==> src/rtl/slvarb_pkg.sv <==
`timescale 1ns/1ps
package slvarb_pkg;
  // control word field placement (address 0)
  localparam int CTL_SLOT_LSB = 0;
  localparam int CTL_PARK_LSB = 8;
  localparam int CTL_FIX_LSB  = 12;
  localparam int CTL_ARB_BIT  = 16;
  localparam int FIX_W        = 4;
  localparam int PARK_W       = 2;
  localparam logic [31:0] CTL_RESET = 32'h0000_0010;

  typedef enum logic [PARK_W-1:0] {
    PARK_DROP  = 2'd0,
    PARK_LAST  = 2'd1,
    PARK_FIXED = 2'd2,
    PARK_SPARE = 2'd3
  } park_e;
endpackage

==> src/rtl/slvarb_cfg.sv <==
`timescale 1ns/1ps
module slvarb_cfg import slvarb_pkg::*; #(
  parameter int N_MST  = 16,
  parameter int PRIO_W = 4,
  parameter int SLOT_W = 8,
  parameter int NPW    = 2,
  parameter int CFG_AW = 2
) (
  input  logic                      clk,
  input  logic                      rst,
  input  logic                      wr,
  input  logic [CFG_AW-1:0]         addr,
  input  logic [31:0]               wdata,
  output logic [SLOT_W-1:0]         slot_lim,
  output logic [PARK_W-1:0]         park_mode,
  output logic [FIX_W-1:0]          fix_idx,
  output logic                      arb_prio,
  output logic [N_MST*PRIO_W-1:0]   prio_flat
);
  logic [NPW*32-1:0] words_q;

  // control word
  always_ff @(posedge clk) begin
    if (rst) begin
      slot_lim  <= CTL_RESET[CTL_SLOT_LSB +: SLOT_W];
      park_mode <= CTL_RESET[CTL_PARK_LSB +: PARK_W];
      fix_idx   <= CTL_RESET[CTL_FIX_LSB +: FIX_W];
      arb_prio  <= CTL_RESET[CTL_ARB_BIT];
    end else if (wr && addr == '0) begin
      slot_lim  <= wdata[CTL_SLOT_LSB +: SLOT_W];
      park_mode <= wdata[CTL_PARK_LSB +: PARK_W];
      fix_idx   <= wdata[CTL_FIX_LSB +: FIX_W];
      arb_prio  <= wdata[CTL_ARB_BIT];
    end
  end

  // priority words, eight 4-bit fields per word
  always_ff @(posedge clk) begin
    if (rst) begin
      words_q <= '0;
    end else if (wr) begin
      for (int w = 0; w < NPW; w++) begin
        if (addr == CFG_AW'(w + 1)) words_q[w*32 +: 32] <= wdata;
      end
    end
  end

  assign prio_flat = words_q[N_MST*PRIO_W-1:0];
endmodule

==> src/rtl/slvarb_pick.sv <==
`timescale 1ns/1ps
module slvarb_pick #(
  parameter int N_MST  = 16,
  parameter int PRIO_W = 4,
  parameter int IDX_W  = 4
) (
  input  logic [N_MST-1:0]        cand,
  input  logic [N_MST*PRIO_W-1:0] prio_flat,
  input  logic [IDX_W-1:0]        last_idx,
  input  logic                    use_prio,
  output logic                    any,
  output logic [IDX_W-1:0]        win_idx
);
  logic              rr_found, pr_found;
  logic [IDX_W-1:0]  rr_idx, pr_idx;
  logic [PRIO_W-1:0] pr_best;

  // rotating search beginning after the previous winner
  always_comb begin
    int j_ix;
    rr_found = 1'b0;
    rr_idx   = '0;
    for (int k = 1; k <= N_MST; k++) begin
      j_ix = int'(last_idx) + k;
      if (j_ix >= N_MST) j_ix = j_ix - N_MST;
      if (!rr_found && cand[IDX_W'(j_ix)]) begin
        rr_found = 1'b1;
        rr_idx   = IDX_W'(j_ix);
      end
    end
  end

  // largest value wins, strict compare keeps the lowest index on ties
  always_comb begin
    pr_found = 1'b0;
    pr_idx   = '0;
    pr_best  = '0;
    for (int i = 0; i < N_MST; i++) begin
      if (cand[i] && (!pr_found || prio_flat[i*PRIO_W +: PRIO_W] > pr_best)) begin
        pr_found = 1'b1;
        pr_idx   = IDX_W'(i);
        pr_best  = prio_flat[i*PRIO_W +: PRIO_W];
      end
    end
  end

  assign any     = |cand;
  assign win_idx = use_prio ? pr_idx : rr_idx;
endmodule

==> src/rtl/slvarb_slot.sv <==
`timescale 1ns/1ps
module slvarb_slot #(
  parameter int SLOT_W = 8
) (
  input  logic              clk,
  input  logic              rst,
  input  logic              load,
  input  logic              run,
  input  logic [SLOT_W-1:0] lim_in,
  output logic              expire
);
  logic [SLOT_W-1:0] cnt_q, lim_q;

  always_ff @(posedge clk) begin
    if (rst) begin
      cnt_q <= '0;
      lim_q <= '0;
    end else if (load) begin
      cnt_q <= '0;
      lim_q <= lim_in;
    end else if (run) begin
      cnt_q <= cnt_q + 1'b1;
    end
  end

  assign expire = run && (lim_q != '0) && (cnt_q == lim_q - 1'b1);
endmodule

==> src/rtl/slv_arbiter.sv <==
`timescale 1ns/1ps
module slv_arbiter import slvarb_pkg::*; #(
  parameter  int N_MST  = 16,
  parameter  int PRIO_W = 4,
  parameter  int SLOT_W = 8,
  localparam int IDX_W  = (N_MST > 1) ? $clog2(N_MST) : 1,
  localparam int NPW    = (N_MST * PRIO_W + 31) / 32,
  localparam int CFG_AW = $clog2(NPW + 1)
) (
  input  logic              clk,
  input  logic              rst,
  input  logic [N_MST-1:0]  req,
  input  logic              burst_end,
  input  logic              cfg_wr,
  input  logic [CFG_AW-1:0] cfg_addr,
  input  logic [31:0]       cfg_wdata,
  output logic [N_MST-1:0]  grant,
  output logic [IDX_W-1:0]  owner_idx,
  output logic              owner_vld
);
  logic [SLOT_W-1:0]       slot_lim;
  logic [PARK_W-1:0]       park_mode;
  logic [FIX_W-1:0]        fix_idx;
  logic                    arb_prio;
  logic [N_MST*PRIO_W-1:0] prio_flat;

  logic [N_MST-1:0] gnt_q, gnt_d, cand;
  logic [IDX_W-1:0] idx_q, idx_d, rr_last_q, rr_last_d, win_idx;
  logic             vld_q, vld_d, busy_q, busy_d;
  logic             pick_any, slot_load, slot_expire, arb_pt, keep_owner, fix_ok;

  slvarb_cfg #(.N_MST(N_MST), .PRIO_W(PRIO_W), .SLOT_W(SLOT_W), .NPW(NPW), .CFG_AW(CFG_AW)) u_cfg (
    .clk(clk), .rst(rst), .wr(cfg_wr), .addr(cfg_addr), .wdata(cfg_wdata),
    .slot_lim(slot_lim), .park_mode(park_mode), .fix_idx(fix_idx),
    .arb_prio(arb_prio), .prio_flat(prio_flat)
  );

  // during a burst the owner yields to other requesters first
  assign cand = busy_q ? (req & ~gnt_q) : req;

  slvarb_pick #(.N_MST(N_MST), .PRIO_W(PRIO_W), .IDX_W(IDX_W)) u_pick (
    .cand(cand), .prio_flat(prio_flat), .last_idx(rr_last_q),
    .use_prio(arb_prio), .any(pick_any), .win_idx(win_idx)
  );

  slvarb_slot #(.SLOT_W(SLOT_W)) u_slot (
    .clk(clk), .rst(rst), .load(slot_load), .run(busy_q),
    .lim_in(slot_lim), .expire(slot_expire)
  );

  assign arb_pt     = busy_q ? (burst_end | slot_expire) : 1'b1;
  assign keep_owner = busy_q && |(req & gnt_q);
  assign fix_ok     = 32'(fix_idx) < 32'(N_MST);

  always_comb begin
    gnt_d     = gnt_q;
    idx_d     = idx_q;
    vld_d     = vld_q;
    busy_d    = busy_q;
    rr_last_d = rr_last_q;
    slot_load = 1'b0;
    if (arb_pt) begin
      if (pick_any) begin
        gnt_d     = '0;
        gnt_d[win_idx] = 1'b1;
        idx_d     = win_idx;
        vld_d     = 1'b1;
        busy_d    = 1'b1;
        rr_last_d = win_idx;
        slot_load = 1'b1;
      end else if (keep_owner) begin
        busy_d    = 1'b1;
        slot_load = 1'b1;
      end else if (busy_q) begin
        busy_d = 1'b0;
        if (park_mode == PARK_LAST) begin
          gnt_d = gnt_q;
        end else if (park_mode == PARK_FIXED && fix_ok) begin
          gnt_d = '0;
          gnt_d[IDX_W'(fix_idx)] = 1'b1;
          idx_d = IDX_W'(fix_idx);
          vld_d = 1'b1;
        end else begin
          gnt_d = '0;
          idx_d = '0;
          vld_d = 1'b0;
        end
      end
    end
  end

  always_ff @(posedge clk) begin
    if (rst) begin
      gnt_q     <= '0;
      idx_q     <= '0;
      vld_q     <= 1'b0;
      busy_q    <= 1'b0;
      rr_last_q <= IDX_W'(N_MST - 1);
    end else begin
      gnt_q     <= gnt_d;
      idx_q     <= idx_d;
      vld_q     <= vld_d;
      busy_q    <= busy_d;
      rr_last_q <= rr_last_d;
    end
  end

  assign grant     = gnt_q;
  assign owner_idx = idx_q;
  assign owner_vld = vld_q;
endmodule

==> config.mk <==
export PLATFORM = sky130hd
export DESIGN_NAME = slv_arbiter
export DESIGN_NICKNAME = d
export VERILOG_FILES = /design/src/rtl/slvarb_pkg.sv /design/src/rtl/slvarb_cfg.sv /design/src/rtl/slvarb_pick.sv /design/src/rtl/slvarb_slot.sv /design/src/rtl/slv_arbiter.sv
export SDC_FILE = /design/constraint.sdc
export NUM_CORES = 1
export LEC_CHECK = 0
export BUFFER_PORTS_ARGS = -buffer_cell sky130_fd_sc_hd__buf_2
export CAP_MARGIN = 30
export CORE_ASPECT_RATIO = 0.8
export CORE_MARGIN = 1.5
export CORE_UTILIZATION = 55
export DETAILED_ROUTE_END_ITERATION = 7
export GPL_ROUTABILITY_DRIVEN = 0
export GPL_TIMING_DRIVEN = 0
export PLACE_DENSITY = 0.85
export SYNTH_ARGS = -nofsm -noshare
export SYNTH_HDL_FRONTEND = slang
export SYNTH_HIERARCHICAL = 1
export SYNTH_SLANG_ARGS = --single-unit
==> constraint.sdc <==
create_clock -name clk -period 36.5 [get_ports clk]
set_clock_uncertainty 0.15 [all_clocks]
set_input_delay 7.3 -clock clk [delete_from_list [all_inputs] [get_ports clk]]
set_output_delay 7.3 -clock clk [all_outputs]
set_load 0.02 [all_outputs]
Word-level counts from Yosys, hierarchy flattened
Cells that the tools add are included.
W data, S select, Z words.
{"block": "word_totals", "ff_bits": 121, "latchBits": 0, "mem_bits_rw": 0, "mem_bits_ro": 0, "in_bits": 54, "elab_cells": 365, "memories": 0}
{"block": "classes", "n_addsub": 34, "mul": 0, "div_mod_pow": 0, "n_lt_le_gt_ge": 51, "eq_ne": 7, "shifts": 0, "n_mux": 165, "bitwise": 4, "reduce_logical": 91}
{"op": "$mux W4", "count": 61}
{"op": "$lt A4 B6 Y1 const B", "count": 16}
{"op": "$mux W16", "count": 6}
{"op": "$ge A5 B5 Y1 const B", "count": 15}
{"op": "$mux W1", "count": 74}
{"op": "$bmux W1 S4", "count": 16}
{"op": "$sub A4 B1 Y4 const B", "count": 16}
{"op": "$gt A4 B4 Y1", "count": 15}
{"op": "$add A4 B4 Y5 const B", "count": 8}
{"op": "$logic_and A1 B1 Y1", "count": 36}
{"op": "$and A16 B16 Y16", "count": 2}
{"op": "$reduce_or A16 Y1", "count": 2}
{"op": "$logic_not A1 Y1", "count": 30}
{"op": "$add A4 B3 Y5 const B", "count": 4}
{"op": "$not A16 Y16", "count": 1}
{"op": "$logic_or A1 B1 Y1", "count": 15}
{"op": "$mux W3", "count": 4}
{"op": "$add A4 B2 Y5 const B", "count": 2}
{"op": "$lt A4 B5 Y1 const B", "count": 2}
{"op": "$add A8 B1 Y8 const B", "count": 1}
{"op": "$demux W1 S4", "count": 2}
{"op": "$eq A8 B8 Y1", "count": 1}
{"op": "$ge A4 B1 Y1 const B", "count": 2}
{"op": "$reduce_bool A8 Y1", "count": 1}
{"op": "other kinds (14)", "count": 20}

Longest topological paths before layout
{"block": "depth", "depth_word": 70, "mapped_depth": 129, "depth_no_buf": 123}

Cells and area by module
Netlist, hierarchy kept.
{"mod": "slvarb_pick", "instances": 1, "cells_each": 664, "area_each_um2": 4974.8, "seq_area_each_um2": 0.0}
{"mod": "slvarb_cfg", "instances": 1, "cells_each": 295, "area_each_um2": 3231.8, "seq_area_each_um2": 1581.5}
{"mod": "slv_arbiter", "instances": 1, "cells_each": 181, "area_each_um2": 1492.7, "seq_area_each_um2": 520.5}
{"mod": "slvarb_slot", "instances": 1, "cells_each": 95, "area_each_um2": 849.6, "seq_area_each_um2": 320.3}

Least setup slack after synthesis
Ideal clock, no wire load.
{"block": "synth_path", "path_type": "input port to flip-flop", "startpoint": "input port req[0]", "endpoint": "register gnt_q[6], in the netlist grant[6]", "setup_ps": 95, "arrival_ps": 30161, "t_required_ps": 36255, "setup_slack_ps": 6094, "path_stages": 119, "path_buffers": 4, "cell_sequence": "a21boi_0 clkbuf_1 and2_1 inv_1 ha_1 nor2b_1 o211ai_1 a31oi_1 a22oi_1 ha_1 a211oi_1 a21o_1 nor2_1 or2_2 ha_1 nor2b_1 o211ai_1 a21oi_1 [... 83 more ...] clkbuf_1 nand2_1 o22ai_1 a31oi_1 ha_1 nor2b_1 o21ai_0 nand2b_1 a21oi_1 o32ai_1 nand2_1 nand3_1 inv_1 nand3_1 o31a_1 nor2b_1 a22oi_1 a221oi_1"}
{"block": "synth_via", "elab_chain_len": 69}
{"item": "from (decl)", "line": "slv_arbiter.sv:12", "text": "input logic [N_MST-1:0] req,"}
{"item": "$and A16 B16 Y16", "line": "slv_arbiter.sv:39", "text": "assign cand = busy_q ? (req & ~gnt_q) : req;"}
{"item": "$mux W16 (*)", "line": "slv_arbiter.sv:39"}
{"item": "$mux W4 or $mux W1 (tied branches)", "line": "slvarb_pick.sv:39", "text": "if (cand[i] && (!pr_found || prio_flat[i*PRIO_W +: PRIO_W] > pr_best)) begin"}
{"item": "$gt A4 B4 Y1 or $logic_not A1 Y1 (tied branches)", "line": "slvarb_pick.sv:39"}
{"item": "$logic_or A1 B1 Y1", "line": "slvarb_pick.sv:39"}
{"item": "$logic_and A1 B1 Y1", "line": "slvarb_pick.sv:39"}
{"item": "$mux W4 or $mux W1 (tied branches)", "line": "slvarb_pick.sv:39"}
{"item": "$gt A4 B4 Y1 or $logic_not A1 Y1 (tied branches)", "line": "slvarb_pick.sv:39"}
{"item": "[... 54 more ...]"}
{"item": "$mux W4", "line": "slvarb_pick.sv:39"}
{"item": "$mux W4 (*)", "line": "slvarb_pick.sv:48", "text": "assign win_idx = use_prio ? pr_idx : rr_idx;"}
{"item": "named net win_idx[3]", "line": "slv_arbiter.sv:28", "text": "logic [IDX_W-1:0] idx_q, idx_d, rr_last_q, rr_last_d, win_idx;"}
{"item": "$lt A4 B5 Y1 (not written as such) or $ge A4 B1 Y1 (tied branches)", "line": "slv_arbiter.sv:65", "text": "gnt_d[win_idx] = 1'b1;"}
{"item": "$logic_and A1 B1 Y1 (not written as such)", "line": "slv_arbiter.sv:65"}
{"item": "$mux W1 (not written as such)", "line": "slv_arbiter.sv:65"}
{"item": "$demux W1 S4 (*)", "line": "slv_arbiter.sv:65"}
{"item": "$mux W16 (*)", "line": "slv_arbiter.sv:63", "text": "if (pick_any) begin"}
{"item": "to (signal assigned)", "line": "slv_arbiter.sv:100", "text": "gnt_q <= gnt_d;"}
{"item": "to (decl)", "line": "slv_arbiter.sv:27", "text": "logic [N_MST-1:0] gnt_q, gnt_d, cand;"}
Mark *: on every way through the listed nets, which the timed path passes. The rest lies on a longest branch. The select of a mux whose other input is x is not followed.
A chain may end at the register's enable or synchronous reset.

Worst setup path after layout
{"block": "layout_path", "startpoint": "input port req[0]", "endpoint": "register gnt_q[7], in the netlist grant[7]"}
{"block": "layout_via", "elab_chain_len": 69}
{"item": "$and A16 B16 Y16", "line": "slv_arbiter.sv:39"}
{"item": "$mux W16 (*)", "line": "slv_arbiter.sv:39"}
{"item": "named net cand[0]", "line": "slv_arbiter.sv:27"}
{"item": "$mux W4 or $mux W1 (tied branches)", "line": "slvarb_pick.sv:39"}
{"item": "$gt A4 B4 Y1 or $logic_not A1 Y1 (tied branches)", "line": "slvarb_pick.sv:39"}
{"item": "$logic_or A1 B1 Y1", "line": "slvarb_pick.sv:39"}
{"item": "$logic_and A1 B1 Y1", "line": "slvarb_pick.sv:39"}
{"item": "$mux W4 or $mux W1 (tied branches)", "line": "slvarb_pick.sv:39"}
{"item": "[... 55 more ...]"}
{"item": "$mux W4", "line": "slvarb_pick.sv:39"}
{"item": "$mux W4 (*)", "line": "slvarb_pick.sv:48"}
{"item": "named net win_idx[3]", "line": "slv_arbiter.sv:28"}
{"item": "$lt A4 B5 Y1 (not written as such) or $ge A4 B1 Y1 (tied branches)", "line": "slv_arbiter.sv:65"}
{"item": "$logic_and A1 B1 Y1 (not written as such)", "line": "slv_arbiter.sv:65"}
{"item": "$mux W1 (not written as such)", "line": "slv_arbiter.sv:65"}
{"item": "$demux W1 S4 (*)", "line": "slv_arbiter.sv:65"}
{"item": "$mux W16 (*)", "line": "slv_arbiter.sv:63"}
Marked as above.

==> impl_summary.txt <==
----------------------------------------------------
[Global routing]
  Number of antenna violations at the first check in global routing ... 0
  All-layer global routing usage ... between 30% and 40%
  Largest net degree at the start of global routing ... 17
  Global-route wire length before repair ... a little over 50000 µm
  Global route total overflow ... 0
  Via count of the first global-routing pass ... about 9800

[Logic synthesis]
  Synthesized Nets ... 1350
  Average size of a mapped cell ... approximately 8.5 µm²
  Leading area contributor after synthesis ... sky130_fd_sc_hd__dfxtp_1
  Dominant cells by area after synthesis ... sky130_fd_sc_hd__dfxtp_1, sky130_fd_sc_hd__mux2i_1, sky130_fd_sc_hd__ha_1, sky130_fd_sc_hd__nand2b_1, sky130_fd_sc_hd__mux4_2
  Synth Cell Area ... about 0.011 mm²
  Yosys Warn Count ... 6
  Post-synthesis cell count ... between 1000 and 1500
  Cell variety after synth ... a little under 100
  Top cell type's share of synthesized area ... 23.0%
  Primary FF master, synth ... sky130_fd_sc_hd__dfxtp_1
  Asr flop ratio synth ... 0%
  Sequential share of the synthesized area ... a little under a quarter
  Number of flops mapped to enable cells by yosys ... 0
  Seq cells post-synth ... roughly 120

[Die]
  Effective utilization at floorplan ... a little under three fifths
  Area of the core ... between 0.015 and 0.02 mm²
  Cell Rows ... 45
  Height of the die ... roughly 130 µm
  Area of the die ... ~0.02 mm²
  Number of ports placed on the die boundary ... 75
  X dimension of the die ... about 160 µm

[STA]
  Hold_ws ... between 300 and 400 ps
  Worst-margin pin slew ... slightly below 1000 ps
  Unrepaired setup endpoints after global routing ... false
  Final hold vios ... 0
  Worst slew margin ... 34.7%
  F_max ... about 29 MHz
  Sum of negative setup slack ... 0 ps
  Post-route minimum period ... 34460 ps
  Final worst slack ... slightly above 2000 ps
  Setup-failing EPs final ... 0
  Period utilisation layout ... 94.4%
  Final count of pins violating max slew ... 0

[Setup path]
  Launching point of the worst reg2reg path ... busy_q
  Destination of the worst register-to-register timing path ... grant[7]
  Crit-path max FO ... 16
  Cell occurring most often along the worst timing path ... sky130_fd_sc_hd__a21oi_1
  Kind of start point of the critical path ... input port
  Delay of the slowest cell on the worst path ... 490 ps
  Reg2reg setup slack ... ~8400 ps
  Critical path arrival ... ~35000 ps
  Slowest cell on the critical path ... sky130_fd_sc_hd__a311oi_4
  Nature of the critical path endpoint ... register
  Depth of the worst register-to-register path ... roughly 120
  Worst setup path category ... input port to register
  Worst Path Required ... roughly 37000 ps

[CTS]
  # H-tree levels ... 4
  Clock Sinks ... ~120
  Clock latency of the later-clocked register in the worst-skew pair ... ~430 ps
  Number of CTS-inserted buffers ... 17
  Clock tree from TritonCTS ... done
  CTS Root Buffer Type ... sky130_fd_sc_hd__clkbuf_16
  Post CTS Setup Buffer Count ... 0
  Buffer depth of the longest clock path ... 2
  Clock transition at the registers of the reported paths ... roughly 60 ps
  Total of hold buffers inserted after clock tree synthesis ... 0

[Power]
  Static Leak ... between 4 and 5 nW
  Power density over the cells ... between 100 and 150 mW/mm²
  Overall power after layout ... 1.24 mW
  Worst vdd rail ir drop ... about 0.058 mV

[Outcome]
  Run status ... finished, final reports clean

[Worst hold path]
  Hold crit path type ... register to register
  Start point of the worst hold path ... u_cfg/prio_flat[3]
  Number of cells on the worst hold path ... 2
  Worst Hold Endpoint ... u_cfg/prio_flat[3]

[Job]
  Maxcap violations ... 0

[Cells and area]
  Final layout net count ... about 1400
  Diode insertion count for antenna repair ... 0
  Synthesis-to-layout area growth ... 12.8%
  Highest-count cells in the layout ignoring fill and taps ... sky130_fd_sc_hd__nand2b_1, sky130_fd_sc_hd__dfxtp_1, sky130_fd_sc_hd__mux2i_1
  Non-filler cells, final ... about 1600
  Layout cells sized above 1 ... roughly 17%

[Drt]
  Remaining antenna violation count ... 0
  Post-detailed-route DRC marker count ... 0
  Vias per inst ... 6.64
  Total number of vias ... around 11000
  Total Wirelength ... ~33000 µm
  First DRT Iteration DRCs ... 1262
  Number of iterations in the first detailed-routing pass ... 8
  Drt wl/cell ... roughly 20 µm

[Place]
  Placed cells ... between 1500 and 2000
  Number of I/O port buffers ... 73
  HPWL after detailed placement ... around 24000 µm
  Post-placement worst setup slack ... about 2300 ps

----------------------------------------------------
-- final cells by class --
| type | instances | area [µm²] |
|---|---|---|
| fillers | 1481 | 6970 |
| clock buffers | 17 | 425 |
| well taps | 258 | 323 |
| plain buffers | 60 | 309 |
| inverters | 66 | 248 |
| multi-input cells | 987 | 7580 |
| repair buffers | 81 | 408 |
| clock inverters | 15 | 183 |
| flip-flops and latches | 121 | 2420 |
-- cell usage after synthesis, types with 12 or more instances --
master / n
sky130_fd_sc_hd__a21boi_0: 18
sky130_fd_sc_hd__nand4_1: 12
sky130_fd_sc_hd__a221oi_1: 24
sky130_fd_sc_hd__nand2_1: 81
sky130_fd_sc_hd__mux2i_1: 108
sky130_fd_sc_hd__nor2_1: 87
sky130_fd_sc_hd__inv_1: 66
sky130_fd_sc_hd__nor2b_1: 22
sky130_fd_sc_hd__clkbuf_1: 37
sky130_fd_sc_hd__mux4_2: 19
sky130_fd_sc_hd__mux2_2: 14
sky130_fd_sc_hd__a22oi_1: 22
sky130_fd_sc_hd__dfxtp_1: 121
sky130_fd_sc_hd__o21ai_0: 49
sky130_fd_sc_hd__o211ai_1: 15
sky130_fd_sc_hd__xnor2_1: 13
sky130_fd_sc_hd__ha_1: 61
sky130_fd_sc_hd__a21oi_1: 53
sky130_fd_sc_hd__o21a_1: 13
sky130_fd_sc_hd__nand3_1: 17
sky130_fd_sc_hd__and2_1: 16
sky130_fd_sc_hd__nand2b_1: 121
sky130_fd_sc_hd__nor3_1: 12
-- flip-flops by register name, indices dropped and copies added, names as in the netlist, 2 cells and up --
register         cells
grant               16
u_cfg/fix_idx        4
owner_idx            4
u_cfg/slot_lim       8
rr_last_q            4
u_cfg/park_mode      2
u_slot/cnt_q         8
u_cfg/prio_flat     64
u_slot/lim_q         8
-- worst max-delay path, delay by kind of cell --
| kind | cells | cell delay (ps) |
|---|---|---|
| AOI/OAI and AO/OA | 59 | 14430 |
| adders and majority gates | 17 | 5290 |
| buffers and inverters | 12 | 2130 |
| muxes | 4 | 1110 |
| and+or+nand+nor | 30 | 4320 |
-- logic make-up (layout without fill, tap and decap cells) --
logic type | count (synthesis) | after routing | synth area share [%]
AND/OR/NAND/NOR | 427 | 427 | 22.2
AO/OA/AOI/OAI | 327 | 327 | 23.6
multiplexers | 145 | 145 | 16.4
buffers and inverters | 127 | 239 | 5.30
flip-flops | 121 | 121 | 23.0
adder cells (fa/ha/maj) | 64 | 64 | 7.52
XOR/XNOR | 24 | 24 | 1.99
-- routing by layer --
layer	global-route usage, %	routed length [µm]
met1	43.9	13400
met2	51.5	14500
met3	7.52	3580
met4	11.9	1320
met5	0	0
-- worst max path at each step --
stage / slack (ps) / start / cells after the start / to
floorplan: 6090 / req[0] / 119 / grant[6]
global placement: 2300 / req[0] / 122 / grant[6]
detailed placement: 2270 / req[0] / 122 / grant[6]
CTS: 2460 / req[0] / 122 / grant[6]
global route: 130 / req[0] / 122 / grant[7]
finish: 2040 / req[0] / 122 / grant[7]
-- per-stage QoR --
| stage | utilization [%] | instance area (µm²) |
|---|---|---|
| 2_1_floorplan | - | 10500 |
| 5_1_grt | 63.1 | 11900 |
| 6_report | 63.1 | 11900 |
| 3_3_place_gp | 59.6 | 11200 |
| 4_1_cts | 63.0 | 11900 |
| 3_5_place_dp | 59.8 | 11300 |
-- power by group --
part           switching (mW)  internal [mW]  leakage, nW
combinational           0.537          0.363         3.64
clock                  0.0698          0.104        0.302
sequential             0.0173          0.148        0.986
-- what timing repair did --
| item | in CTS | in global routing |
|---|---|---|
| hold endpoints to repair | 0 | 0 |
| gates resized for setup | 0 | 4 |
| setup endpoints to repair | 0 | 17 |
Power figures use the tool's default switching activity.
